===== src/rtl/topw_pkg.sv =====
// Package: shared types for the top-W selector.
// Assumes nothing beyond the standard language.
package topw_pkg;

    // Control states of the search sequencer.
    typedef enum logic [1:0] {
        ST_IDLE = 2'd0,
        ST_RUN  = 2'd1,
        ST_FIN  = 2'd2
    } topw_state_e;

endpackage


===== src/rtl/topw_plane_step.sv =====
// Module: one bit-plane elimination step, purely combinational.
// Counts candidates whose current bit is one. If they meet the quota they
// become the new candidates; otherwise they are confirmed and the
// candidates with a zero bit carry on.
// Assumes rem never exceeds the number of live candidates.
module topw_plane_step #(
    parameter int N  = 8,
    parameter int CW = 4
) (
    input  logic [N-1:0]  cand,
    input  logic [N-1:0]  plane,
    input  logic [CW-1:0] rem,
    output logic [N-1:0]  cand_nx,
    output logic [N-1:0]  conf_add,
    output logic [CW-1:0] rem_nx
);

    logic [N-1:0]  hit;
    logic [CW-1:0] hit_cnt;

    // Population count of the candidates with a one in this plane.
    always_comb begin
        hit     = cand & plane;
        hit_cnt = '0;
        for (int i = 0; i < N; i++) begin
            hit_cnt = hit_cnt + CW'(hit[i]);
        end
    end

    // Decide between narrowing and confirming.
    always_comb begin
        if (hit_cnt >= rem) begin
            cand_nx  = hit;
            conf_add = '0;
            rem_nx   = rem;
        end else begin
            cand_nx  = cand & ~plane;
            conf_add = hit;
            rem_nx   = rem - hit_cnt;
        end
    end

endmodule


===== src/rtl/topw_tie_fill.sv =====
// Module: picks the lowest-indexed set bits of a mask, up to a quota.
// Used after the last plane, when all remaining candidates are equal.
// Assumes the quota does not exceed the number of set bits.
module topw_tie_fill #(
    parameter int N  = 8,
    parameter int CW = 4
) (
    input  logic [N-1:0]  cand,
    input  logic [CW-1:0] quota,
    output logic [N-1:0]  take
);

    logic [CW-1:0] taken;

    // Walk upward in index order and claim candidates while quota lasts.
    always_comb begin
        take  = '0;
        taken = '0;
        for (int i = 0; i < N; i++) begin
            if (cand[i] && (taken < quota)) begin
                take[i] = 1'b1;
                taken   = taken + CW'(1);
            end
        end
    end

endmodule


===== src/rtl/topw_ranker.sv =====
// Module: orders the selected entries into a rank list.
// Keys are already oriented so that a larger key ranks first. Equal keys
// rank by ascending index.
// Assumes exactly W bits of sel are set.
module topw_ranker #(
    parameter int N  = 8,
    parameter int W  = 3,
    parameter int B  = 4,
    parameter int IW = 3
) (
    input  logic [N*B-1:0]  keys,
    input  logic [N-1:0]    sel,
    output logic [W*IW-1:0] idx
);

    localparam int CW = $clog2(N + 1);

    logic [CW-1:0] place [N];

    // Place of each entry = number of selected entries ahead of it.
    always_comb begin
        for (int i = 0; i < N; i++) begin
            place[i] = '0;
            for (int j = 0; j < N; j++) begin
                if (sel[j] && (j != i) &&
                    ((keys[j*B +: B] > keys[i*B +: B]) ||
                     ((keys[j*B +: B] == keys[i*B +: B]) && (j < i)))) begin
                    place[i] = place[i] + CW'(1);
                end
            end
        end
    end

    // Drop each selected index into the slot given by its place.
    always_comb begin
        idx = '0;
        for (int r = 0; r < W; r++) begin
            for (int i = 0; i < N; i++) begin
                if (sel[i] && (place[i] == CW'(r))) begin
                    idx[r*IW +: IW] = IW'(i);
                end
            end
        end
    end

endmodule


===== src/rtl/topw_select.sv =====
// Module: top of the parallel bit-plane top-W selector.
// On an accepted start it latches the data, inverted in minimum mode. It
// then scans one bit plane per cycle from MSB to LSB, fills ties by
// lowest index, ranks the winners, and pulses done B+1 cycles after start.
// Assumes N > W, W >= 1, B >= 2.
module topw_select
    import topw_pkg::*;
#(
    parameter int N = 8,
    parameter int W = 3,
    parameter int B = 4,
    localparam int IW = (N > 1) ? $clog2(N) : 1
) (
    input  logic            clk,
    input  logic            rst_n,
    input  logic            start,
    input  logic            find_min,
    input  logic [N*B-1:0]  data_in,
    output logic            busy,
    output logic            done,
    output logic [N-1:0]    sel_mask,
    output logic [W*IW-1:0] rank_idx
);

    localparam int CW = $clog2(N + 1);
    localparam int BW = (B > 1) ? $clog2(B) : 1;

    // Configuration guard: every input would be selected.
    if (N <= W) begin : g_bad_cfg
        $error("topw_select: N must exceed W");
    end

    topw_state_e     state_q;
    logic [N*B-1:0]  key_q;
    logic [N*B-1:0]  key_in;
    logic [N-1:0]    cand_q, conf_q;
    logic [CW-1:0]   rem_q;
    logic [BW-1:0]   bit_q;
    logic [N-1:0]    sel_q;
    logic [W*IW-1:0] idx_q;
    logic            done_q;

    logic [N-1:0]    plane;
    logic [N-1:0]    cand_nx, conf_add;
    logic [CW-1:0]   rem_nx;
    logic [N-1:0]    tie_take;
    logic [N-1:0]    final_mask;
    logic [W*IW-1:0] rank_out;

    // Orient incoming data so the best value always has the largest key.
    always_comb begin
        for (int i = 0; i < N; i++) begin
            key_in[i*B +: B] = find_min ? ~data_in[i*B +: B] : data_in[i*B +: B];
        end
    end

    // Gather the current bit plane across all entries.
    always_comb begin
        for (int i = 0; i < N; i++) begin
            plane[i] = key_q[i*B + int'(bit_q)];
        end
    end

    topw_plane_step #(.N(N), .CW(CW)) u_step (
        .cand     (cand_q),
        .plane    (plane),
        .rem      (rem_q),
        .cand_nx  (cand_nx),
        .conf_add (conf_add),
        .rem_nx   (rem_nx)
    );

    topw_tie_fill #(.N(N), .CW(CW)) u_fill (
        .cand  (cand_q),
        .quota (rem_q),
        .take  (tie_take)
    );

    assign final_mask = conf_q | tie_take;

    topw_ranker #(.N(N), .W(W), .B(B), .IW(IW)) u_rank (
        .keys (key_q),
        .sel  (final_mask),
        .idx  (rank_out)
    );

    // Sequencer: load, scan B planes, finalize, report.
    always_ff @(posedge clk) begin
        if (!rst_n) begin
            state_q <= ST_IDLE;
            key_q   <= '0;
            cand_q  <= '0;
            conf_q  <= '0;
            rem_q   <= '0;
            bit_q   <= '0;
            sel_q   <= '0;
            idx_q   <= '0;
            done_q  <= 1'b0;
        end else begin
            done_q <= 1'b0;
            case (state_q)
                ST_IDLE: begin
                    if (start) begin
                        key_q   <= key_in;
                        cand_q  <= '1;
                        conf_q  <= '0;
                        rem_q   <= CW'(W);
                        bit_q   <= BW'(B - 1);
                        state_q <= ST_RUN;
                    end
                end
                ST_RUN: begin
                    cand_q <= cand_nx;
                    conf_q <= conf_q | conf_add;
                    rem_q  <= rem_nx;
                    if (bit_q == '0) begin
                        state_q <= ST_FIN;
                    end else begin
                        bit_q <= bit_q - BW'(1);
                    end
                end
                ST_FIN: begin
                    sel_q   <= final_mask;
                    idx_q   <= rank_out;
                    done_q  <= 1'b1;
                    state_q <= ST_IDLE;
                end
                default: state_q <= ST_IDLE;
            endcase
        end
    end

    assign busy     = (state_q != ST_IDLE);
    assign done     = done_q;
    assign sel_mask = sel_q;
    assign rank_idx = idx_q;

    // Done is a single-cycle pulse.
    assert_done_pulse_R2: assert property (@(posedge clk) disable iff (!rst_n)
        done |=> !done);

    // Busy only ever ends into a done cycle.
    assert_busy_ends_done_R2: assert property (@(posedge clk) disable iff (!rst_n)
        $fell(busy) |-> done);

    // A start raised mid-search never stretches or restarts it.
    assert_start_ignored_R7: assert property (@(posedge clk) disable iff (!rst_n)
        (busy && start) |=> (busy || done));

    // Confirmed winners plus the remaining quota always total W.
    assert_quota_ledger_R3: assert property (@(posedge clk) disable iff (!rst_n)
        busy |-> (($countones(conf_q) + int'(rem_q)) == W));

    // Confirmed winners and live candidates never overlap.
    assert_disjoint_R4: assert property (@(posedge clk) disable iff (!rst_n)
        busy |-> ((cand_q & conf_q) == '0));

    // A completed result carries exactly W winners.
    assert_count_w_R3: assert property (@(posedge clk) disable iff (!rst_n)
        done |-> ($countones(sel_mask) == W));

    // Every rank slot names a selected entry.
    for (genvar r = 0; r < W; r++) begin : g_slot_chk
        assert_slot_in_mask_R6: assert property (@(posedge clk) disable iff (!rst_n)
            done |-> sel_mask[rank_idx[r*IW +: IW]]);
    end

    // Results hold while idle with no start.
    assert_hold_R8: assert property (@(posedge clk) disable iff (!rst_n)
        (!busy && !start) |=> ($stable(sel_mask) && $stable(rank_idx)));

endmodule


===== config.mk =====
export PLATFORM = sky130hd
export DESIGN_NAME = topw_select
export DESIGN_NICKNAME = d
export VERILOG_FILES = /design/src/rtl/topw_pkg.sv /design/src/rtl/topw_plane_step.sv /design/src/rtl/topw_tie_fill.sv /design/src/rtl/topw_ranker.sv /design/src/rtl/topw_select.sv
export SDC_FILE = /design/constraint.sdc
export NUM_CORES = 1
export LEC_CHECK = 0
export ABC_CLOCK_PERIOD_IN_PS = 19500
export CORE_MARGIN = 1
export CORE_UTILIZATION = 50
export DETAILED_ROUTE_END_ITERATION = 7
export DONT_BUFFER_PORTS = 1
export GPL_TIMING_DRIVEN = 1
export PLACE_DENSITY = 0.67
export SLEW_MARGIN = 20
export SYNTH_ARGS = -nofsm -noshare
export SYNTH_HDL_FRONTEND = slang
export SYNTH_SLANG_ARGS = --single-unit

===== constraint.sdc =====
create_clock -name clk -period 19.5 [get_ports clk]
set_clock_uncertainty 0.2 [all_clocks]
set_input_delay 0.975 -clock clk [delete_from_list [all_inputs] [get_ports clk]]
set_output_delay 0.975 -clock clk [all_outputs]
set_load 0.01 [all_outputs]

==> impl_metrics.yaml, run 1 <==
run_status:
  status: "finished clean"
grt:
  grt_pass1_vias: 9412
  grt_pass1_wl_mm: 50.00
  grt_antenna_before_repair: 0
  grt_overflow_total: 0
  grt_max_degree: 75
  grt_usage_pct: 28.67
synth:
  synth-seq-cells: 74
  synthFlopType: "dfxtp_1"
  synthDominantCellAreaShare_pct: 20.63
  postSynth.asyncResetShare_pct: 0
  synthTopCellsByArea: "ha_1 21%, dfxtp_1 13%, xnor2_1 5.0%"
  syn_area_per_cell_um2: 8.243
  ys_warn_count: 0
  syn-num-nets: 1562
  syn-cell-area_um2: 11040
  yosysSeqAreaShare_pct: 13.42
  synthCells: 1339
  synth_edf_count: 0
  synth_top_cell_by_area: "ha_1"
  synth.distinct_cells: 109
detailed_routing:
  vias_per_cell: 6.203
  wl_mm: 31.30
  route.vias.total: 9918
  drt-initial-drc-count: 519
  ant_nets: 0
  route.detailed.drc: 0
  firstDrtPassIters: 6
  wl_per_cell_um: 19.57
clocking:
  root_buffer: "clkbuf_16"
  cts_inserted_buffers: 9
  h-tree-depth: 3
  cts_tree: "done"
  clkLatencyLatePin_ns: 0.36
  clkTransAtPathRegs_ns: 0.07
  cts_buffer_depth: 2
  cts_resized: 0
  hold_buffers: 0
  cts_setup_buffers: 0
  cts.sinks: 74
power:
  p_per_area_nw_per_um2: 104.0
  irDropWorstVdd_mv: 0.04832
  p_leak_nw: 5.383
hold_path:
  hold_class: "reg -> reg"
  min_from: "cand_q[5]"
die:
  coreArea_um2: 21350
  initial_utilization_pct: 51.69
  num_io_pins: 55
  dieWidth_um: 150.6
  die_area_um2: 22670
  chipHeight_um: 150.6
  rows: 53
final_layout:
  nets: 1542
  diodes: 0
  utilization_pct: 54.21
  synthToLayoutAreaGrowth_pct: 4.875
  layout-drive-gt1-share_pct: 8.761
  n_fill_cell: 2024
timing:
  rsz0062_at_grt: "no"
  relSlewSlack_pct: 35.94
  hold_violations: 0
  fin_tns_setup_ns: 0
  fin_crit_sh_pct: 57.11
  finalSetupViolations: 0
  finalMaxSlewViolations: 0
  tightest_slew_ns: 0.9609
  period_needed_ns: 11.14
  clock.fmax_ghz: 0.08980
critical_path:
  ff2ff_path_depth: 43
  endpoint: "rank_idx[6]"
  end_kind: "flop"
  r2r-end: "rank_idx[6]"
  startpoint: "rem_q[0]"
  reg2reg_slack_ns: 8.36
  worstPathRequired_ns: 19.55
  cp_slowest_cell: "dfxtp_1"
  timing.rr.start: "rem_q[0]"
  crit_arrival_ns: 11.18
  cpMostUsedCell: "ha_1"
  cp_max_fo: 18
  worstSetupStartpointType: "flop"
  crit_type: "reg -> reg"
  critPathMaxStageDelay_ns: 0.75
placed_design:
  io_buffers: 0
  gp_congestion: 0.9359
  dp.final_hpwl_mm: 25.07
job:
  drv_cap: 0
-- critical path, delay by kind of cell, from the launching register on --
kind / cells / cell delay, ns
fa+ha+maj: 7 / 1.94
flops: 1 / 0.75
xor+xnor: 1 / 0.15
compound gates: 14 / 3.12
mux: 3 / 1.11
simple gates: 16 / 3.37
buf+inv: 2 / 0.36
-- area by class of cell --
cell class / instances / area (um^2) / share of cell area (%)
Clock inverter: 7 / 83.83 / 0.7242
Clock buffer: 9 / 225.2 / 1.946
Timing Repair Buffer: 5 / 37.54 / 0.3243
Inverter: 103 / 386.6 / 3.340
Multi-Input combinational cell: 1126 / 9016 / 77.89
Sequential cell: 74 / 1481 / 12.80
Tap cell: 275 / 344.1 / 2.973
-- cells in the mapped netlist, types with 11 or more instances --
cell	n
and2_1	25
a21o_1	28
o21a_1	12
o211ai_1	12
xnor2_1	63
nor2_1	57
mux2_2	22
ha_1	182
o211a_1	45
xor2_1	27
clkbuf_1	25
inv_1	101
a21oi_1	73
nand4_1	19
nand2_1	123
nand2b_1	29
and3_1	15
nand3_1	27
nor3_1	13
nor2b_1	27
or2_2	13
o21ai_0	66
a31oi_1	13
mux2i_1	12
dfxtp_1	74
a21boi_0	11
-- sequential cells by signal, summed over array words and instances (netlist names) --
signal	flops
sel_mask	8
key_q	32
bit_q	2
rem_q	4
rank_idx	9
state_q	2
conf_q	8
done	1
cand_q	8
-- metal layers --
| metal | GRT usage (%) | part of all wire (%) | up-vias |
|---|---|---|---|
| met4 | 13.95 | 4.1 | 0 |
| met3 | 5.061 | 6.2 | 66 |
| met1 | 36.96 | 45 | 4638 |
| met5 | 0 | 0 | - |
| li1 | - | - | 4949 |
| met2 | 45.99 | 45 | 265 |
-- cell usage in the layout (no fill, tap or decap), types with 13 or more instances in the layout --
master,netlist,routed
inv_1,101,101
nor3_1,13,13
o21ai_0,66,66
a21oi_1,73,73
nor2b_1,27,26
nand4_1,19,19
ha_1,182,182
xnor2_1,63,63
o211a_1,45,45
mux2_2,22,22
a21o_1,28,28
and2_1,25,24
dfxtp_1,74,74
and3_1,15,15
nand2b_1,29,29
or2_2,13,13
nor2_1,57,57
nand2_1,123,123
xor2_1,27,27
a31oi_1,13,13
nand3_1,27,27
-- logic make-up (layout without fill, tap and decap cells) --
family	count (synthesis)	after routing	synth area share (%)
other	1	1	0.03398
adders and majority gates	187	187	21.54
buffers and inverters	139	124	4.920
AOI/OAI and AO/OA	396	396	27.42
muxes	42	42	4.965
xor gates and xnor gates	99	99	8.661
DFF	74	74	13.42
and+or+nand+nor	401	401	19.03
-- stage by stage --
| step | hold WS (ns) | cell area [um^2] | setup WS [ns] | power (mW) | instances |
|---|---|---|---|---|---|
| 3_3_place_gp | 0.3002 | 11270 | 8.854 | 0.9906 | 1583 |
| 2_1_floorplan | 0.2660 | 11040 | 10.02 | 0.8237 | 1339 |
| 3_5_place_dp | 0.3123 | 11270 | 8.592 | 1.007 | 1583 |
| 4_1_cts | 0.3221 | 11570 | 8.587 | 1.194 | 1599 |
| 5_1_grt | 0.3512 | 11570 | 7.563 | 1.311 | 1599 |
| 6_report | 0.3143 | 11570 | 8.365 | 1.204 | 1599 |
-- where the power goes --
group	switching, mW	internal, mW
logic	0.503	0.322
clock network	0.0804	0.102
registers	0.0314	0.165
-- worst min path at each step --
stage	to	slack, ns	cells past startpoint
6_report	cand_q[5]	0.31	2
5_1_grt	cand_q[5]	0.35	2
2_1_floorplan	cand_q[6]	0.27	2
4_1_cts	cand_q[5]	0.32	2
3_5_place_dp	cand_q[1]	0.31	2
3_3_place_gp	cand_q[1]	0.30	2
(Power assumes the default switching activity.)
==> run 2, diff against run 1 <==
--- a/config.mk
+++ b/config.mk
@@ -5,7 +5,7 @@
 export SDC_FILE = /design/constraint.sdc
 export NUM_CORES = 1
 export LEC_CHECK = 0
-export ABC_CLOCK_PERIOD_IN_PS = 19500
+export ABC_CLOCK_PERIOD_IN_PS = 10580
 export CORE_MARGIN = 1
 export CORE_UTILIZATION = 50
 export DETAILED_ROUTE_END_ITERATION = 7
==> constraint.sdc (replaced) <==
create_clock -name clk -period 10.58 [get_ports clk]
set_clock_uncertainty 0.2 [all_clocks]
set_input_delay 0.529 -clock clk [delete_from_list [all_inputs] [get_ports clk]]
set_output_delay 0.529 -clock clk [all_outputs]
set_load 0.01 [all_outputs]
==> run 2 against run 1 <==
Utilization is 0.24 points higher. Final area is 0.44% higher. Fmax is 14% higher. Total power grew 86%. Die area did not move. Hold slack got worse by 0.22 ns. Non-clock buffer count grew 3. Clock power increased by 85%. Via count is 0.69% higher. Sequential power grew 83%. Combinational power rose by 88%.
==> impl_metrics.yaml, run 2 (synthesized netlist as in run 1, its figures left out) <==
placed_design:
  dp.final_hpwl_mm: 25.10
  io_buffers: 0
  pre_cts_slack_ns: 0.6453
  gp_congestion: 0.9236
critical_path:
  end_kind: "flop"
  cp_slowest_cell: "a2111oi_2"
  cp_max_fo: 11
  critPathMaxStageDelay_ns: 0.42
  crit_arrival_ns: 9.87
  startpoint: "rem_q[3]"
  worstPathRequired_ns: 10.65
  timing.rr.start: "rem_q[3]"
  crit_type: "reg -> reg"
  cpMostUsedCell: "ha_1"
  worstSetupStartpointType: "flop"
final_layout:
  largest_register_ffs: 32
  utilization_pct: 54.45
  mostFrequentLayoutCell: "ha_1"
  final_cell_mix: "182 x ha_1, 123 x nand2_1, 101 x inv_1"
  synthToLayoutAreaGrowth_pct: 5.340
  top_register: "key_q"
  layout-drive-gt1-share_pct: 9.344
  diodes: 0
  n_fill_cell: 2054
  nets: 1545
power:
  sequentialPowerShare_pct: 16.0
  switchingPower_mw: 1.151
  p_int_mw: 1.094
  p_per_area_nw_per_um2: 193.0
  p_comb_share_pct: 69.0
  p_sw_share_pct: 51.27
  clockPowerShare_pct: 15.0
  irDropWorstVdd_mv: 0.09525
  p_leak_nw: 5.395
detailed_routing:
  firstDrtPassIters: 5
  route.detailed.drc: 0
  route.vias.total: 9986
  vias_per_cell: 6.233
  wl_per_cell_um: 19.66
  wl_mm: 31.50
  drt-initial-drc-count: 681
  ant_nets: 0
grt:
  grt_pass1_vias: 9300
  grt_max_degree: 75
  grt_overflow_total: 0
  grt_usage_pct: 28.78
  grt_pass1_wl_mm: 50.14
  grt_antenna_before_repair: 0
clocking:
  cts_inserted_buffers: 9
  clkLatencyLatePin_ns: 0.36
  cts_buffer_depth: 2
  h-tree-depth: 3
  cts_tree: "done"
  root_buffer: "clkbuf_16"
  cts.sinks: 74
  clkTransAtPathRegs_ns: 0.07
timing:
  fin_tns_setup_ns: 0
  clock.fmax_ghz: 0.1021
  finalWorstSetupSlack_ns: 0.7821
  relSlewSlack_pct: 32.60
  finalMaxSlewViolations: 0
  whs_ns: 0.09573
  period_needed_ns: 9.798
  hold_violations: 0
  tightest_slew_ns: 1.000
  rsz0062_at_grt: "no"
  fin_crit_sh_pct: 92.61
  finalSetupViolations: 0
die:
  coreArea_um2: 21350
  rows: 53
  initial_utilization_pct: 51.69
  num_io_pins: 55
  chipHeight_um: 150.6
  die_area_um2: 22670
  dieWidth_um: 150.6
hold_path:
  hold_class: "in -> reg"
  min_from: "rst_n"
job:
  drv_cap: 0
run_status:
  status: "finished clean"
[run 2: cell count changes in the layout (fill, tap and decap cells not counted), sizes merged]
cell,before,now
buf,5,8
[run 2: stage by stage]
step / total power, mW / cell area (um^2) / std cells
4_1_cts: 2.209 / 11590 / 1601
2_1_floorplan: 1.518 / 11040 / 1339
5_1_grt: 2.444 / 11630 / 1602
3_3_place_gp: 1.831 / 11280 / 1585
6_report: 2.244 / 11630 / 1602
3_5_place_dp: 1.865 / 11280 / 1585
[run 2: area by class of cell]
| cell class | instances | area, um^2 | share of cell area [%] |
|---|---|---|---|
| timing repair buffer | 8 | 60.06 | 0.5166 |
| clock buffer | 9 | 225.2 | 1.937 |
| tap | 275 | 344.1 | 2.960 |
| clock inverter | 7 | 83.83 | 0.7210 |
| inverter | 103 | 386.6 | 3.325 |
| multi-input combinational | 1126 | 9045 | 77.80 |
| sequential | 74 | 1481 | 12.74 |
[run 2: worst paths after layout]
check	end	slack (ns)	cells past startpoint
worst max-delay path	rank_idx[0]	0.78	43
worst min-delay path	sel_mask[3]	0.1	1
worst max register to register	rank_idx[0]	0.78	43
worst min register to register	key_q[7]	0.33	1
[run 2: routing by layer]
layer | routed length, um | global-route usage (%)
met1 | 14610 | 38.92
met2 | 14460 | 47.24
met3 | 1632 | 3.485
met4 | 792 | 9.450
met5 | 0 | 0
[run 2: power groups by stage]
stage               logic (mW)  clock network, mW  registers [mW]
floorplan                 1.18                  0           0.335
global placement          1.47                  0           0.363
detailed placement        1.50                  0           0.364
CTS                       1.51              0.342           0.358
global route              1.73              0.356           0.363
finish                    1.55              0.337           0.359
[run 2: critical path, delay by kind of cell, from the launching register on]
kind                       cells  cell delay [ns]
xor gates and xnor gates       1             0.13
and+or+nand+nor               16             2.66
muxes                          3             1.12
adders and majority gates      7             1.97
buffers and inverters          2             0.28
DFF                            1             0.35
AOI/OAI and AO/OA             14             3.03
[run 2: timing repair]
| action | CTS | global route |
|---|---|---|
| setup endpoints to repair | 0 | 9 |
| setup buffers | 0 | 1 |
| resized for setup | 0 | 7 |
| hold buffers | 0 | 0 |
==> run 3, diff against run 2 <==
--- a/config.mk
+++ b/config.mk
@@ -11,7 +11,6 @@
 export DETAILED_ROUTE_END_ITERATION = 7
 export DONT_BUFFER_PORTS = 1
 export GPL_TIMING_DRIVEN = 1
-export PLACE_DENSITY = 0.67
 export SLEW_MARGIN = 20
 export SYNTH_ARGS = -nofsm -noshare
 export SYNTH_HDL_FRONTEND = slang
==> run 3 against run 2 <==
Final area is 0.13% higher. Critical path depth down 3. Combinational power about the same. Fmax is 0.35% higher. Critical path type unchanged. Register-to-register slack improved by 0.03 ns. Via count fell by 1.4%. Total power is 0.39% lower. Hold slack better by 0.0054 ns. First-iteration DRC count is 22% lower. Wire length increased by 3.4%. Critical endpoint unchanged. Flip-flop and latch count is the same. Clock power down 2%.
==> impl_metrics.yaml, run 3 (synthesized netlist as in run 1, its figures left out) <==
run_status:
  status: "finished clean"
critical_path:
  cp_max_fo: 11
  crit_type: "reg -> reg"
  cp_slowest_cell: "a211o_1"
  path_delay_family: "compound AO/OA/AOI/OAI gates"
  worstPathRequired_ns: 10.61
  ff2ff_path_depth: 40
  critPathMaxStageDelay_ns: 0.41
  crit_cells: 40
  path_buf_inv: 2
  worstSetupStartpointType: "flop"
  end_kind: "flop"
  crit_arrival_ns: 9.79
  cpMostUsedCell: "ha_1"
detailed_routing:
  route.detailed.drc: 0
  wl_per_cell_um: 20.30
  drt-initial-drc-count: 530
  wl_mm: 32.56
  route.vias.total: 9846
  vias_per_cell: 6.138
  firstDrtPassIters: 5
  ant_nets: 0
die:
  die_area_um2: 22670
  coreArea_um2: 21350
  chipHeight_um: 150.6
  num_io_pins: 55
  rows: 53
  dieWidth_um: 150.6
  initial_utilization_pct: 51.69
final_layout:
  diodes: 0
  final_cell_mix: "181 x ha_1, 123 x nand2_1, 101 x inv_1"
  multi_input_area_um2: 9046
  mostFrequentLayoutCell: "ha_1"
  nets: 1547
  n_fill_cell: 2022
  layout-drive-gt1-share_pct: 9.481
  synthToLayoutAreaGrowth_pct: 5.476
  top_register: "key_q"
  seqCellArea_um2: 1481
  largest_register_ffs: 32
timing:
  period_needed_ns: 9.764
  finalWorstSetupSlack_ns: 0.8161
  finalSetupViolations: 0
  tightest_slew_ns: 1.021
  fin_crit_sh_pct: 92.29
  finalMaxSlewViolations: 0
  clock.fmax_ghz: 0.1024
  rsz0062_at_grt: "no"
  fin_tns_setup_ns: 0
  relSlewSlack_pct: 31.37
  hold_violations: 0
clocking:
  clkLatencyLatePin_ns: 0.35
  clkTransAtPathRegs_ns: 0.07
  root_buffer: "clkbuf_16"
  cts_buffer_depth: 2
  h-tree-depth: 3
  cts.sinks: 74
  cts_inserted_buffers: 9
  cts_tree: "done"
  hold_buffers: 0
power:
  p_sw_share_pct: 51.11
  clockPowerShare_pct: 14.8
  p_per_area_nw_per_um2: 192.0
  p_comb_share_pct: 69.1
  sequentialPowerShare_pct: 16.0
  irDropWorstVdd_mv: 0.07808
  p_int_mw: 1.093
  switchingPower_mw: 1.143
  p_leak_nw: 5.398
grt:
  grt_usage_pct: 29.64
  grt_pass1_wl_mm: 51.13
  grt_overflow_total: 0
  grt_max_degree: 75
  grt_antenna_before_repair: 0
  grt_pass1_vias: 9145
job:
  drv_cap: 0
placed_design:
  io_buffers: 0
  dp.final_hpwl_mm: 26.07
  pre_cts_slack_ns: 0.5552
  gp_congestion: 0.8994
hold_path:
  min_path_cells: 1
  hold_class: "in -> reg"
==> run 3: changes by cell type in the layout (fill, tap and decap cells not counted) <==
| cell | before | now |
|---|---|---|
| and2_2 | 1 | 0 |
| ha_1 | 182 | 181 |
| clkinv_4 | 1 | 0 |
| nand3_4 | 1 | 0 |
| clkinvlp_4 | 1 | 2 |
| nand3_1 | 26 | 27 |
| and2_4 | 0 | 1 |
| ha_4 | 0 | 1 |
| buf_4 | 8 | 10 |
==> run 3: timing repair <==
| action | 4_1_cts | 5_1_grt |
|---|---|---|
| setup buffers | 0 | 3 |
| endpoints found under the setup margin | 0 | 9 |
| gates resized for setup | 0 | 6 |
| hold endpoints to repair | 0 | 0 |
==> run 3: layout make-up <==
class | count | share of cell area [%]
Multi-Input combinational cell | 1126 | 77.71
Sequential cell | 74 | 12.73
Timing Repair Buffer | 10 | 0.6449
Clock buffer | 9 | 1.935
Clock inverter | 7 | 0.7094
Tap cell | 275 | 2.956
Inverter | 103 | 3.321
==> run 3: per-stage QoR <==
step | cell area [um^2] | total power [mW] | hold slack [ns] | utilization (%) | instances
after floorplan | 11040 | 1.518 | 0.2660 | - | 1339
after global placement | 11280 | 1.850 | 0.2961 | 52.83 | 1585
after detailed placement | 11280 | 1.873 | 0.2965 | 52.83 | 1585
after CTS | 11590 | 2.215 | 0.09238 | 54.27 | 1601
after global routing | 11640 | 2.434 | 0.09753 | 54.52 | 1604
final | 11640 | 2.235 | 0.1011 | 54.52 | 1604
==> run 3: power by group through the flow <==
stage	clock (mW)	sequential (mW)	combinational (mW)
after global routing	0.350	0.362	1.72
after detailed placement	0	0.364	1.51
after CTS	0.337	0.357	1.52
after floorplan	0	0.335	1.18
final	0.331	0.358	1.55
after global placement	0	0.363	1.49
==> run 3: layer usage <==
layer / wire length, um / up-vias / track usage [%]
met5: 0 / - / 0
met4: 1031 / 0 / 10.85
met3: 1792 / 62 / 4.758
met2: 14550 / 268 / 47.90
met1: 15190 / 4590 / 39.56
li1: - / 4926 / -
==> run 3: worst reg2reg max path, delay by kind of cell, from the launching register on <==
family | cells | cell delay (ns)
compound gates | 15 | 2.90
fa+ha+maj | 7 | 2.01
buf+inv | 2 | 0.27
flops | 1 | 0.35
mux | 4 | 1.54
simple gates | 12 | 2.38
==> run 3: path summary, 6_finish.rpt <==
check	slack [ns]	start	end
setup / recovery	0.82	rem_q[3]	rank_idx[0]
hold / removal	0.10	rst_n	done
setup reg to reg	0.82	rem_q[3]	rank_idx[0]
hold reg to reg	0.32	cand_q[1]	cand_q[1]
